$ cat src/rtl/txd_chain.sv
module txd_chain #(
  parameter int ADDR_W = 16,
  parameter int LEN_W  = 11
) (
  input  logic              clk,
  input  logic              rst_n,
  input  logic              reg_wr,
  input  logic [1:0]        reg_sel,
  input  logic [31:0]       reg_wdata,
  output logic [31:0]       reg_rdata,
  output logic              mem_req,
  output logic              mem_we,
  output logic [ADDR_W-1:0] mem_addr,
  output logic [31:0]       mem_wdata,
  input  logic [31:0]       mem_rdata,
  output logic              tx_valid,
  input  logic              tx_ready,
  output logic [7:0]        tx_data,
  output logic              tx_sof,
  output logic              tx_eof
);
  localparam int D_OWN = 31, D_WRAP = 30, D_UNDR = 28, D_EXH = 27, D_LAST = 15;
  localparam int C_GO = 9, C_TXEN = 3, C_RXEN = 2;
  localparam int S_UNDR = 6, S_DONE = 5, S_EXH = 4, S_BUSY = 3;
  localparam logic [ADDR_W-1:0] STEP = ADDR_W'(8);
  localparam logic [ADDR_W-1:0] W1   = ADDR_W'(4);

  typedef enum logic [3:0] {IDLE, RD_ST, WT_ST, RD_AD, WT_AD, RD_BUF, WT_BUF, STRM, WB} st_t;
  typedef enum logic [1:0] {K_DONE, K_EXH, K_UNDR} kind_t;

  st_t   st;
  kind_t kind;
  logic  tx_en, rx_en, done_q, exh_q, undr_q;
  logic  in_frame, sof_pend;
  logic [ADDR_W-1:0] qbase, ptr, first_ptr, buf_addr;
  logic [31:0]       first_stat, cur_stat, word_q;
  logic [LEN_W-1:0]  remain;

  logic busy, wr_ctrl, wr_stat, go, halt, last_byte;
  logic [ADDR_W-1:0] nxt_ptr;
  logic [31:0] wb_word;
  st_t  end_st;

  assign busy      = st != IDLE;
  assign wr_ctrl   = reg_wr && reg_sel == 2'd0;
  assign wr_stat   = reg_wr && reg_sel == 2'd1;
  assign go        = wr_ctrl && reg_wdata[C_GO] && reg_wdata[C_TXEN] && !busy;
  assign halt      = busy && !tx_en && st != WB;
  assign last_byte = remain == LEN_W'(1);
  assign nxt_ptr   = cur_stat[D_WRAP] ? qbase : ptr + STEP;
  assign end_st    = cur_stat[D_LAST] ? WB : RD_ST;

  always_comb begin
    wb_word = first_stat;
    wb_word[D_UNDR] = kind == K_UNDR;
    wb_word[D_EXH]  = kind == K_EXH;
    wb_word[D_OWN]  = 1'b1;
  end

  assign tx_valid = st == STRM && tx_en;
  assign tx_data  = 8'(word_q >> {buf_addr[1:0], 3'b000});
  assign tx_sof   = tx_valid && sof_pend;
  assign tx_eof   = tx_valid && last_byte && cur_stat[D_LAST];

  assign mem_req   = st == RD_ST || st == RD_AD || st == RD_BUF || st == WB;
  assign mem_we    = st == WB;
  assign mem_wdata = mem_we ? wb_word : 32'd0;

  always_comb begin
    case (st)
      RD_ST:   mem_addr = ptr + W1;
      RD_AD:   mem_addr = ptr;
      RD_BUF:  mem_addr = {buf_addr[ADDR_W-1:2], 2'b00};
      WB:      mem_addr = first_ptr + W1;
      default: mem_addr = '0;
    endcase
  end

  always_comb begin
    reg_rdata = 32'd0;
    case (reg_sel)
      2'd0: begin
        reg_rdata[C_TXEN] = tx_en;
        reg_rdata[C_RXEN] = rx_en;
      end
      2'd1: begin
        reg_rdata[S_UNDR] = undr_q;
        reg_rdata[S_DONE] = done_q;
        reg_rdata[S_EXH]  = exh_q;
        reg_rdata[S_BUSY] = busy;
      end
      2'd2: reg_rdata = 32'(qbase);
      default: reg_rdata = 32'd0;
    endcase
  end

  always_ff @(posedge clk or negedge rst_n) begin
    if (!rst_n) begin
      tx_en  <= 1'b0;
      rx_en  <= 1'b0;
      qbase  <= '0;
      done_q <= 1'b0;
      exh_q  <= 1'b0;
      undr_q <= 1'b0;
    end else begin
      if (wr_ctrl) begin
        tx_en <= reg_wdata[C_TXEN];
        rx_en <= reg_wdata[C_RXEN];
      end
      if (reg_wr && reg_sel == 2'd2) qbase <= reg_wdata[ADDR_W-1:0];
      done_q <= (st == WB && kind == K_DONE) || (done_q && !(wr_stat && reg_wdata[S_DONE]));
      exh_q  <= (st == WB && kind == K_EXH)  || (exh_q  && !(wr_stat && reg_wdata[S_EXH]));
      undr_q <= (st == WB && kind == K_UNDR) || (undr_q && !(wr_stat && reg_wdata[S_UNDR]));
    end
  end

  always_ff @(posedge clk or negedge rst_n) begin
    if (!rst_n) begin
      st         <= IDLE;
      kind       <= K_DONE;
      in_frame   <= 1'b0;
      sof_pend   <= 1'b0;
      ptr        <= '0;
      first_ptr  <= '0;
      buf_addr   <= '0;
      first_stat <= '0;
      cur_stat   <= '0;
      word_q     <= '0;
      remain     <= '0;
    end else if (halt) begin
      kind <= K_UNDR;
      st   <= in_frame ? WB : IDLE;
    end else begin
      case (st)
        IDLE: if (go) begin
          ptr      <= qbase;
          in_frame <= 1'b0;
          st       <= RD_ST;
        end
        RD_ST: st <= WT_ST;
        WT_ST: begin
          if (mem_rdata[D_OWN]) begin
            kind <= K_EXH;
            st   <= in_frame ? WB : IDLE;
          end else begin
            cur_stat <= mem_rdata;
            if (!in_frame) begin
              first_ptr  <= ptr;
              first_stat <= mem_rdata;
              in_frame   <= 1'b1;
              sof_pend   <= 1'b1;
            end
            st <= RD_AD;
          end
        end
        RD_AD: st <= WT_AD;
        WT_AD: begin
          buf_addr <= mem_rdata[ADDR_W-1:0];
          remain   <= cur_stat[LEN_W-1:0];
          if (cur_stat[LEN_W-1:0] == '0) begin
            kind <= K_DONE;
            st   <= end_st;
            if (!cur_stat[D_LAST]) ptr <= nxt_ptr;
          end else begin
            st <= RD_BUF;
          end
        end
        RD_BUF: st <= WT_BUF;
        WT_BUF: begin
          word_q <= mem_rdata;
          st     <= STRM;
        end
        STRM: if (tx_ready) begin
          buf_addr <= buf_addr + ADDR_W'(1);
          remain   <= remain - LEN_W'(1);
          sof_pend <= 1'b0;
          if (last_byte) begin
            kind <= K_DONE;
            st   <= end_st;
            if (!cur_stat[D_LAST]) ptr <= nxt_ptr;
          end else if (buf_addr[1:0] == 2'd3) begin
            st <= RD_BUF;
          end
        end
        WB: begin
          in_frame <= 1'b0;
          if (kind == K_DONE) begin
            ptr <= nxt_ptr;
            st  <= RD_ST;
          end else begin
            st <= IDLE;
          end
        end
        default: st <= IDLE;
      endcase
    end
  end

  logic unused_bits;
  assign unused_bits = ^{reg_wdata, cur_stat};
endmodule

$ cat config.mk
export PLATFORM = sky130hd
export DESIGN_NAME = txd_chain
export DESIGN_NICKNAME = d
export VERILOG_FILES = /design/src/rtl/txd_chain.sv
export SDC_FILE = /design/constraint.sdc
export NUM_CORES = 1
export LEC_CHECK = 0
export BUFFER_PORTS_ARGS = -buffer_cell sky130_fd_sc_hd__buf_2
export CORE_MARGIN = 1
export CORE_UTILIZATION = 35
export CTS_BUF_LIST = sky130_fd_sc_hd__clkbuf_4 sky130_fd_sc_hd__clkbuf_8 sky130_fd_sc_hd__clkbuf_16
export DETAILED_ROUTE_END_ITERATION = 8
export GPL_TIMING_DRIVEN = 0
export PLACE_DENSITY = 0.54
export RECOVER_POWER = 25
export SLEW_MARGIN = 20
export SYNTH_ARGS = -nofsm -noshare
export SYNTH_HDL_FRONTEND = slang
export SYNTH_SLANG_ARGS = --single-unit
$ cat constraint.sdc
create_clock -name clk -period 4.6 [get_ports clk]
set_clock_uncertainty 0.05 [all_clocks]
set_input_delay 0.23 -clock clk [delete_from_list [all_inputs] [get_ports clk]]
set_output_delay 0.23 -clock clk [all_outputs]
set_load 0.1 [all_outputs]
== Yosys cells after proc, flatten, opt, wreduce, memory -nomap -nowiden ==
Index checks and enable logic that the tools add are counted.
Word-level totals
  register bits after elaboration: 182
  input port bits: 70
  output and inout port bits: 93
  word-level logic and storage cells: 148
Operators by class
  $add $sub $neg: 5
  eq/ne operators: 28
  shifts and indexed selects: 1
  mux-type cells: 43
  bitwise operators: 3
  reductions and logical operators: 51
Operator list (count)
  $mux W16: 8
  $pmux W16 S4: 2
  $mux W4: 9
  $pmux W4 S9: 1
  $add A16 B3 Y16 const B: 2
  $mux W32: 1
  $pmux W16 S2: 1
  $shr A32 B5 Y8: 1
  $pmux W11 S2: 1
  $logic_and A1 B1 Y1: 21
  $add A16 B1 Y16 const B: 1
  $add A16 B4 Y16 const B: 1
  $eq A4 B3 Y1 const B: 4
  $ne A3 B3 Y1 const B: 5
  $mux W2: 6
  $ne A2 B2 Y1 const B: 6
  $reduce_bool A4 Y1: 3
  $eq A11 B1 Y1 const B: 1
  $logic_not A11 Y1: 1
  $mux W11: 1
  $sub A11 B1 Y11 const B: 1
  $reduce_and A5 Y1: 2
  $mux W9: 1
  $reduce_and A3 Y1: 3
  23 further kinds: 48

== Depth between registers and ports, before layout ==
  word-level depth: 8
  depth in mapped cells: 15
  gate-level depth less buffers: 10

== Worst setup path before layout ==
OpenSTA, ideal clock, no wires.
  path kind: register to output
  from: register st[2]
  to: output port mem_addr[8]
  arrival time: 4865 ps
  data required time: 4320 ps
  slack: -545 ps
  stages on the path, launching flop included: 15
  buffers on the path: 5
  path through: dfrtp_1 buf_4 or4b_4 inv_2 buf_6 buf_4 buf_2 nand2_1 nand2_1 ha_1 clkbuf_1 nand3_1 xnor2_1 mux2i_1 o21ai_0
On the way
  cells in the longest elaborated chain, start to end: 2
  elaborated cells on any way between the ends: 5
  those cells by class: eq/ne (4); mux (1)
Ends and longest elaborated chain
  start, declared: line 31  | st_t st;
  start signal, assigned: line 132  | st <= in_frame ? WB : IDLE;
  start signal, assigned: line 144  | st <= in_frame ? WB : IDLE;
  start signal, assigned: line 162  | st <= end_st;
  $eq A4 B4 Y1
  net mem_we: line 12  | output logic mem_we,
  $pmux W16 S4: line 70  | case (st)
  end, declared: line 13  | output logic [ADDR_W-1:0] mem_addr,
The timed path passes the listed nets, and every way through them passes these cells.

== Worst setup path in the final report ==
  from: register st[2]
  to: output port mem_addr[12]
On the way
  cells in the longest elaborated chain, start to end: 2
  elaborated cells on any way between the ends: 5
  those cells by class: eq/ne (4); mux (1)
Ends and longest elaborated chain (line)
  $eq A4 B4 Y1 (tied with other cells): 70
  $pmux W16 S4 (*): 70
Every way passes the cells marked *; elsewhere a longest branch is shown, timed or not.

==> qor.yml <==
run_status:
  outcome: "complete, but fails checks"
  violations: "DRC, capacitance limit, slew limit"
power:
  p_sw_uw: 1210
  seqPwrFrac: 0.434
  pwr-share-comb: 0.176
  pwr-share-clk: 0.390
  power.leakage_uw: 0.00538
  peakVddDrop_v: 0.000164
  internal_power_uw: 2530
  pwr_density_cell_nw_per_um2: 327
  p_total_uw: 3740
  switching_share: 0.323
sta:
  min_period_over_period: 0.941
  setup_slack_ns: 0.272
  setup_viol: 0
  clock.fmax_ghz: 0.231
  max_slew_margin: -0.920
  tightest_slew_ns: 2.88
  slew_violations: 49
  fin_setup_tns_ns: 0
  period_minus_slack_ns: 4.33
  hold_viol_final: 0
  grt_setup_unrepaired: "false"
  fin_worst_hold_slack_ns: 0.0158
detailed_routing:
  wl_per_cell_um: 19.4
  first_pass_iters: 7
  via_per_inst: 5.33
  drt_iter0_markers: 561
  route.detailed.drc: 32
  drtAntennaViolNets: 0
  vias: 7546
  routed_wl_um: 27500
setup_path:
  slowest_stage: "or4b_4"
  path_depth: 15
  reg2reg_slack_ns: 1.91
  cp-start-kind: "flip-flop"
  regToRegStartpoint: "tx_en$_DFFE_PN0N_"
  worstPathArrival_ns: 4.05
  critPathCapture: "mem_addr[12]"
  worstSetupPathType: "reg2out"
  r2r_cells: 7
  required_ns: 4.32
  slowest_delay_ns: 0.55
  rr_endpoint: "first_stat[16]$_DFFE_PN0P_"
  crit_chain: "buf_4 > or4b_4 > inv_2 > buf_6 > buf_4 > buf_4 > nand2_1 > nand2_1 > ha_2 > and3_1 > nor3b_1 > o21bai_1 > xor2_1 > o221ai_2 > buf_4"
  critPathMaxFanout: 11
  path_delay_family: "buffers and inverters"
  cp-end-kind: "output port"
  cp.buffers_inverters: 6
  path_common_cell: "buf_4"
  startpoint: "st[2]$_DFFE_PN0P_"
logic_synthesis:
  synth_area_um2: 9370
  synth_edf_count: 0
  yosys_warnings: 0
  synth_seq_area_share: 0.433
  synth_cells: 877
  synth_area_per_cell_um2: 10.7
  synth_flop_cell: "dfrtp_1"
  async_flop_share: 1.00
  synth_cell_type_count: 81
  ys_seq_elements: 162
cells_and_area:
  layout.nets: 1147
  layout_common_cells: "162 x dfrtp_1, 144 x buf_2, 108 x mux2_2, 53 x nand2_1, 44 x and2_1"
  area_growth_pct: 21.8
  drive_above_1_share: 0.349
  final_common_cell: "dfrtp_1"
  fillCellCount: 2576
  antenna_cells: 0
  design_area_um2: 11400
place:
  preCtsSetupSlack_ns: 0.257
  place_hpwl_um: 19900
  place.gp.congestion: 0.890
  numPortBuffers: 130
  place_area_um2: 10600
clock_network:
  cts-htree-levels: 4
  clock-root-buffer: "clkbuf_16"
  cts.sinks: 162
  cts_tree: "built"
  clk_pin_slew_ns: 0.07
  post_cts_buffers: 0
  clkLatencyLatePin_ns: 0.44
  clockBufferDepth: 2
  cts_buffers: 17
global_routing:
  grt_max_degree: 65
  track_usage: 0.208
  antenna_found_initial: 0
  grt_pass1_vias: 7535
  grt_first_pass_wirelength_um: 43200
  overflow: 0
run:
  max-cap-violations: 1
die:
  die_w_um: 166
  die_h_um: 166
  io_pins: 163
  rows: 59
  coreArea_um2: 26100
  die_area_um2: 27400
  start_util: 0.358
min_path:
  min_path_type: "in2reg"
cell usage after synthesis, drive strengths merged (3+ instances only):
cell | count | area [um^2]
buf | 51 | 353
or3 | 3 | 18.8
inv | 17 | 63.8
nand4 | 16 | 100
nor4 | 5 | 91.3
a211oi | 3 | 22.5
and2 | 44 | 275
o22ai | 10 | 68.8
nand2b | 5 | 31.3
nand2 | 53 | 199
nand3 | 30 | 155
clkbuf | 31 | 119
mux2 | 111 | 1250
nor2 | 49 | 206
and3 | 11 | 68.8
nor2b | 5 | 31.3
o2bb2ai | 14 | 123
or2 | 4 | 30.0
xnor2 | 8 | 70.1
o211ai | 7 | 52.6
a211o | 3 | 26.3
a31oi | 5 | 46.3
nor3b | 5 | 37.5
mux4 | 8 | 180
nand3b | 4 | 30.0
mux2i | 12 | 120
xor2 | 9 | 78.8
dfrtp | 162 | 4050
a22oi | 23 | 186
a2bb2oi | 10 | 150
nor3 | 19 | 100
a21oi | 35 | 194
ha | 9 | 113
and4 | 8 | 70.1
o21ai | 46 | 230
final cells by class:
| cell class | count | area, um^2 | area share |
|---|---|---|---|
| repair buffers | 158 | 971 | 0.0851 |
| clock buffers | 19 | 447 | 0.0391 |
| inverters | 17 | 63.8 | 0.00559 |
| multi-input cells | 631 | 4850 | 0.425 |
| plain buffers | 81 | 469 | 0.0411 |
| flip-flops and latches | 162 | 4050 | 0.355 |
| clock inverters | 13 | 139 | 0.0122 |
| well taps | 335 | 419 | 0.0367 |
cells by family after synthesis:
| kind of cell | share of synthesized area |
|---|---|
| compound gates | 0.152 |
| xor+xnor | 0.0159 |
| fa+ha+maj | 0.0120 |
| buf+inv | 0.0572 |
| flops | 0.433 |
| mux | 0.166 |
| other cells | 0.000400 |
| simple gates | 0.164 |
metrics by stage:
stage,instances,util
after floorplan,892,-
after global routing,1416,0.437
after global placement,1357,0.402
final,1416,0.437
after CTS,1417,0.437
after detailed placement,1359,0.405
per-layer routing:
metal,GRT usage,up-vias,wire (um)
met5,0,-,0
met4,0.0500,0,302
met3,0.0380,23,1510
met2,0.337,242,12700
met1,0.286,3703,13000
li1,-,3578,-
power groups by stage:
stage               Sequential (uW)  Clock [uW]  Combinational (uW)
detailed placement             1650           0                 637
finish                         1620        1460                 656
CTS                            1620        1490                 658
floorplan                      1610           0                 479
global route                   1640        1540                 715
global placement               1650           0                 630
worst min-delay path by stage:
stage / startpoint / end / slack (ns) / depth (start not counted)
CTS: reg_wdata[5] / qbase[5]$_DFFE_PN0P_ / 0.0004 / 2
global route: reg_wdata[5] / qbase[5]$_DFFE_PN0P_ / 0.003 / 2
floorplan: rst_n / buf_addr[0]$_DFFE_PN0P_ / -0.12 / 0
global placement: exh_q$_DFF_PN0_ / exh_q$_DFF_PN0_ / 0.41 / 1
finish: reg_wdata[5] / qbase[5]$_DFFE_PN0P_ / 0.02 / 2
detailed placement: rst_n / qbase[1]$_DFFE_PN0P_ / 0.12 / 1
registers in the layout, summed over array words and instances, names as in the netlist, 11 cells and up:
name,flops
first_ptr,16
buf_addr,16
first_stat,29
cur_stat,13
qbase,16
remain,11
word_q,32
ptr,16
timing repair:
action	in CTS	in global routing
gates resized for setup	4	1
hold endpoints to repair	85	0
endpoints found under the setup margin	3	4
hold buffers	26	0
(Power assumes the default switching activity.)
